### src/rtl/int_alu5.sv
module int_alu5 #(
  parameter int WIDTH = 32
) (
  input  logic [WIDTH-1:0] a_i,
  input  logic [WIDTH-1:0] b_i,
  input  logic [2:0]       op_i,
  output logic [WIDTH-1:0] y_o,
  output logic             cout_o,
  output logic             zero_o,
  output logic             ovf_o
);
  localparam int MSB = WIDTH - 1;
  localparam logic [2:0] OP_AND = 3'b000;
  localparam logic [2:0] OP_OR  = 3'b001;
  localparam logic [2:0] OP_ADD = 3'b010;
  localparam logic [2:0] OP_SUB = 3'b110;
  localparam logic [2:0] OP_SLT = 3'b111;

  logic             negate;
  logic             op_ok;
  logic             arith;
  logic [WIDTH-1:0] slice_y;

  assign negate = op_i[2];
  assign op_ok  = (op_i == OP_AND) || (op_i == OP_OR) || (op_i == OP_ADD) ||
                  (op_i == OP_SUB) || (op_i == OP_SLT);
  assign arith  = op_ok & op_i[1];

  for (genvar i = 0; i < WIDTH; i++) begin : g_slice
    logic ci, co, bx, s, less;
    if (i == 0) begin : g_lsb
      assign ci   = negate;
      assign less = g_slice[MSB].s;
    end else begin : g_upper
      assign ci   = g_slice[i-1].co;
      assign less = 1'b0;
    end
    assign bx = b_i[i] ^ negate;
    assign s  = a_i[i] ^ bx ^ ci;
    assign co = (a_i[i] & bx) | (a_i[i] & ci) | (bx & ci);
    assign slice_y[i] = (op_i[1:0] == 2'b00) ? (a_i[i] & bx) :
                        (op_i[1:0] == 2'b01) ? (a_i[i] | bx) :
                        (op_i[1:0] == 2'b10) ? s : less;
  end

  assign y_o    = op_ok ? slice_y : '0;
  assign cout_o = arith & g_slice[MSB].co;
  assign ovf_o  = arith & (g_slice[MSB].co ^ g_slice[MSB].ci);
  assign zero_o = op_ok & ~|y_o;

  always_comb begin
    a_r9_logic_flags: assert (!((op_i == OP_AND || op_i == OP_OR) && (cout_o || ovf_o)))
      else $error("R9 carry or overflow set on a logic code");
    a_r10_bad_op: assert (op_ok || (y_o == '0 && !cout_o && !zero_o && !ovf_o))
      else $error("R10 undefined code produced output");
    a_r5_slt_upper: assert (op_i != OP_SLT || y_o[MSB:1] == '0)
      else $error("R5 upper bits set on set-on-less-than");
    a_r4_sub_carry: assert (op_i != OP_SUB || cout_o == (a_i >= b_i))
      else $error("R4 carry does not match unsigned compare");
    a_r6_zero_eq: assert (!(op_i == OP_SUB && a_i == b_i) || zero_o)
      else $error("R6 equal operands did not give zero");
    a_r6_zero_clear: assert (!zero_o || y_o == '0)
      else $error("R6 zero flag with nonzero result");
    a_r7_add_ovf: assert (op_i != OP_ADD ||
                          ovf_o == ((a_i[MSB] == b_i[MSB]) && (y_o[MSB] != a_i[MSB])))
      else $error("R7 add overflow mismatch");
  end
endmodule

### config.mk
export PLATFORM = sky130hd
export DESIGN_NAME = int_alu5
export DESIGN_NICKNAME = d
export VERILOG_FILES = /design/src/rtl/int_alu5.sv
export SDC_FILE = /design/constraint.sdc
export NUM_CORES = 1
export LEC_CHECK = 0
export CAP_MARGIN = 0
export CORE_MARGIN = 5
export CORE_UTILIZATION = 50
export DETAILED_ROUTE_END_ITERATION = 6
export DONT_BUFFER_PORTS = 1
export PLACE_DENSITY = 0.68
export SYNTH_ARGS = -nofsm -noshare
export SYNTH_HDL_FRONTEND = slang
export SYNTH_SLANG_ARGS = --single-unit
### constraint.sdc
create_clock -name vclk -period 31.5
set_input_delay 3.15 -clock vclk [all_inputs]
set_output_delay 3.15 -clock vclk [all_outputs]
set_load 0.02 [all_outputs]
=== After elaboration in Yosys (flattened, before gate mapping) ===
Cells that the tools add are included.

* Bits in read-only memories: 0
* Word-level logic and storage cells: 404
* Memories: 0
* Bits in latches: 0
* Memory bits (writable): 0
* Output and inout bits: 35
* Register bits: 0

* Eq/ne operators: 6
* Add/sub/neg operators: 0
* Multipliers: 0
* Muxes and demuxes: 97
* Bitwise gates (word level): 293
* Shift operators: 0
* Magnitude comparators: 0
* Reductions and logical operators: 8
* Div/mod/pow operators: 0

{| class="wikitable"
|+ Operators by type and width
! operator !! number
|-
| $and A1 B1 Y1 || 100
|-
| $xor A1 B1 Y1 || 97
|-
| $mux W1 || 96
|-
| $or A1 B1 Y1 || 96
|-
| $mux W32 || 1
|-
| $reduce_or A32 Y1 || 1
|-
| $eq A3 B3 Y1 const B || 2
|-
| $logic_or A1 B1 Y1 || 4
|-
| $eq A3 B1 Y1 const B || 1
|-
| $eq A3 B2 Y1 const B || 1
|-
| $logic_not A3 Y1 || 1
|-
| $eq A2 B1 Y1 const B || 1
|-
| $eq A2 B2 Y1 const B || 1
|-
| $logic_not A2 Y1 || 1
|-
| $logic_not A1 Y1 || 1
|}

=== Logic depth before layout (Yosys ltp) ===
* Depth after elaboration: 102
* Mapped depth: 41
* Gate-level depth less buffers: 39

=== Least setup slack after synthesis ===
Ideal clock, no wire load.

* Path kind: input-to-output
* Start: in op_i[2]
* End: out zero_o
* Stages on the path: 40
* Required time: 28.350 ns
* Path buffers: 2
* Setup slack: 10.672 ns
* Arrival: 17.678 ns
* Cell sequence: buf_2 > buf_2 > xor2_1 > inv_1 > fa_1 > inv_1 > fa_1 > fa_1 > fa_1 > fa_1 > fa_1 > fa_1 > fa_1 > fa_1 > fa_1 > fa_1 > fa_1 > fa_1 > [... 4 more ...] > fa_1 > fa_1 > fa_1 > fa_1 > fa_1 > fa_1 > fa_1 > fa_1 > fa_1 > fa_1 > fa_1 > fa_1 > fa_1 > fa_1 > a32o_1 > nor2_1 > nand4b_1 > nor4_2

* Cells in the longest elaborated chain, start to end: 102

{| class="wikitable"
|+ RTL lines
! element !! RTL line !! source
|-
| start, declared || 6 || <nowiki>input logic [2:0] op_i,</nowiki>
|-
| $xor A1 B1 Y1 || 38 || <nowiki>assign bx = b_i[i] ^ negate;</nowiki>
|-
| $and A1 B1 Y1 || 40 || <nowiki>assign co = (a_i[i] & bx) | (a_i[i] & ci) | (bx & ci);</nowiki>
|-
| $or A1 B1 Y1 (2 in series) || 40 ||
|-
| $and A1 B1 Y1 || 40 ||
|-
| $or A1 B1 Y1 (2 in series) || 40 ||
|-
| $and A1 B1 Y1 || 40 ||
|-
| $or A1 B1 Y1 (2 in series) || 40 ||
|-
| $and A1 B1 Y1 || 40 ||
|-
| [... 84 more ...] || n/a ||
|-
| $mux W1 || 43 || <nowiki>(op_i[1:0] == 2'b10) ? s : less;</nowiki>
|-
| $mux W1 || 42 || <nowiki>(op_i[1:0] == 2'b01) ? (a_i[i] | bx) :</nowiki>
|-
| $mux W1 || 41 || <nowiki>assign slice_y[i] = (op_i[1:0] == 2'b00) ? (a_i[i] & bx) :</nowiki>
|-
| $mux W32 (*) || 46 || <nowiki>assign y_o = op_ok ? slice_y : '0;</nowiki>
|-
| named net y_o[31] || 7 || <nowiki>output logic [WIDTH-1:0] y_o,</nowiki>
|-
| $reduce_or A32 Y1 (*) || 49 || <nowiki>assign zero_o = op_ok & ~|y_o;</nowiki>
|-
| $logic_not A1 Y1 (*) || 49 ||
|-
| $and A1 B1 Y1 (*) || 49 ||
|-
| end, declared || 9 || <nowiki>output logic zero_o,</nowiki>
|}

The timed path passes the listed nets; every way through them passes the cells marked *.

=== Final worst setup path ===
* Start: in b_i[0]
* End: out zero_o

* Cells in the longest elaborated chain, start to end: 102

{| class="wikitable"
|+ RTL lines
! element !! RTL line !! source
|-
| start, declared || 5 || <nowiki>input logic [WIDTH-1:0] b_i,</nowiki>
|-
| $xor A1 B1 Y1 (*) || 38 ||
|-
| $and A1 B1 Y1 || 40 ||
|-
| $or A1 B1 Y1 || 40 ||
|-
| $or A1 B1 Y1 (*) || 40 ||
|-
| $and A1 B1 Y1 || 40 ||
|-
| $or A1 B1 Y1 || 40 ||
|-
| $or A1 B1 Y1 (*) || 40 ||
|-
| $and A1 B1 Y1 || 40 ||
|-
| [... 87 more ...] || n/a ||
|-
| $mux W1 (*) || 43 ||
|-
| $mux W1 (*) || 42 ||
|-
| $mux W1 (*) || 41 ||
|-
| $mux W32 (*) || 46 ||
|-
| named net y_o[31] || 7 ||
|-
| $reduce_or A32 Y1 (*) || 49 ||
|-
| $logic_not A1 Y1 (*) || 49 ||
|-
| $and A1 B1 Y1 (*) || 49 ||
|}

Marks and branches as above.

==> metrics.yaml <==
critical_path:
  cp.arrival_ps: 17810
  cp_top_family: "adder cells"
  crit_type: "in2out"
  path_max_fanout: 2
  critPathCaptureType: "output port"
  start_kind: "primary input"
  slowest_stage: "nor4_2"
  worst_ep_required_time_ps: 28350
  crit_buf_inv: 1
  slowest_delay_ps: 560
  path_common_cell: "fa_1"
layout:
  ff_latch_area_um2: 0
  stdcell_area_mm2: 0.00298
  seq_cell_count: 0
  syn_to_final_growth_pct: 0.591
  drive_gt1_share_pct: 2.65
  clkbuf_count: 0
  diodes: 0
  instances_no_fill: 414
  fin_nets: 503
timing:
  setup_viol: 0
  relSlewSlack_pct: 41.7
  hold_violations: 0
  setup_ws_ps: 10540
  worst_pin_slew_ps: 865
  report.final.slew_viol_count: 0
  finalCriticalPeriod_ps: 20960
  fmax_mhz: 47.7
  rsz0062_at_grt: "false"
  fin_setup_tns_ps: 0
  fin_crit_sh_pct: 66.6
floorplan:
  die_w_um: 87.0
  row_count: 28
  ios: 102
  start_util_pct: 50.7
  die_height_um: 87.0
  die_area_mm2: 0.00757
  core_area_mm2: 0.00585
synthesis:
  yosys_warnings: 0
  netlist_area_mm2: 0.00297
  synth_area_leaders: "ha_1, fa_1, xor2_1"
  synth_common_cells: "inv_1, ha_1, xor2_1, fa_1, nand2b_1"
  yosys.cell_count.top_type: "inv_1"
  synth_nets: 517
  synth_top_area_share_pct: 27.0
  syn_avg_cell_area_um2: 8.35
  syn_inst: 355
  synth_top_cell_by_area: "ha_1"
  synth-seq-area-share_pct: 0
  synth_cell_type_count: 31
grt:
  grt_remaining_overflow: 0
  grt_max_degree: 70
  grt_pass1_vias: 2230
  antenna_found_initial: 0
  grt_pass1_wl_mm: 11.0
  grt_use_total_pct: 17.7
power_and_ir_drop:
  power.density_mw_per_mm2: 18.0
  irDropWorstVdd_uv: 8.96
  leakagePower_nw: 1.57
placement:
  place_area_mm2: 0.00298
  place.gp.congestion: 0.874
  dp_hpwl_mm: 5.50
  io_buffers: 0
  dpl_worst_slack_ps: 10410
  dp.cells: 414
cts:
  cts_resized: 0
  cts_setup_buffers: 0
  ctsHoldBuffers: 0
drt:
  ant_nets: 0
  num_vias: 2164
  avgRoutedWirePerCell_um: 16.0
  drc: 0
  drt_iter0_drc: 40
  firstDrtPassIters: 4
  drt_wl_total_mm: 6.63
  vias_per_cell: 5.23
hold_path:
  hold_path_class: "in2out"
job:
  maxCapViolations: 0
outcome:
  outcome: "completed"
==> worst paths after layout <==
kind    start  endpoint  slack [ps]  depth (start not counted)
min   op_i[1]     ovf_o        6500                          1
max    b_i[0]    zero_o       10540                         37
==> report_power, final <==
group | switching [mW] | total, mW | internal [mW]
Sequential | 0 | 0 | 0
Clock | 0 | 0 | 0
Combinational | 0.0325 | 0.0536 | 0.0211
Total | 0.0325 | 0.0536 | 0.0211
==> cell families after synthesis <==
logic type	Yosys count	synth area share [%]
muxes	1	0.338
xor gates and xnor gates	33	9.75
adders and majority gates	95	47.9
and+or+nand+nor	93	17.6
AOI/OAI and AO/OA	50	13.0
buffers and inverters	83	11.4
==> metal layers <==
layer	vias up	routed length, um	GRT usage (%)
met5	-	0	0
met4	0	17	0.850
met3	2	529	3.78
met2	57	3500	33.3
met1	1032	2580	21.5
li1	1073	-	-
==> cell usage in the layout, fill, tap and decap left out, types with 7 or more instances in the layout <==
cell       n
inv_1     65
xor2_1    33
nand2_1   22
ha_1      64
a32o_1    18
a21o_1     7
or2_1     16
a21oi_1   12
nand2b_1  26
fa_1      31
==> through the flow <==
stage                     util, %  hold slack [ps]  total power [mW]
after floorplan                 -             6490            0.0461
after global placement       51.0             6500            0.0528
after detailed placement     51.0             6500            0.0544
after CTS                    51.0             6500            0.0547
after global routing         51.0             6510            0.0616
final                        51.0             6500            0.0536
==> layout make-up <==
type / instances / area [um^2]
fill: 567 / 2870
multi-input combinational: 272 / 2630
inverter: 65 / 244
tap: 75 / 93.8
timing repair buffer: 2 / 15.0
Power figures use the tool's default switching activity.
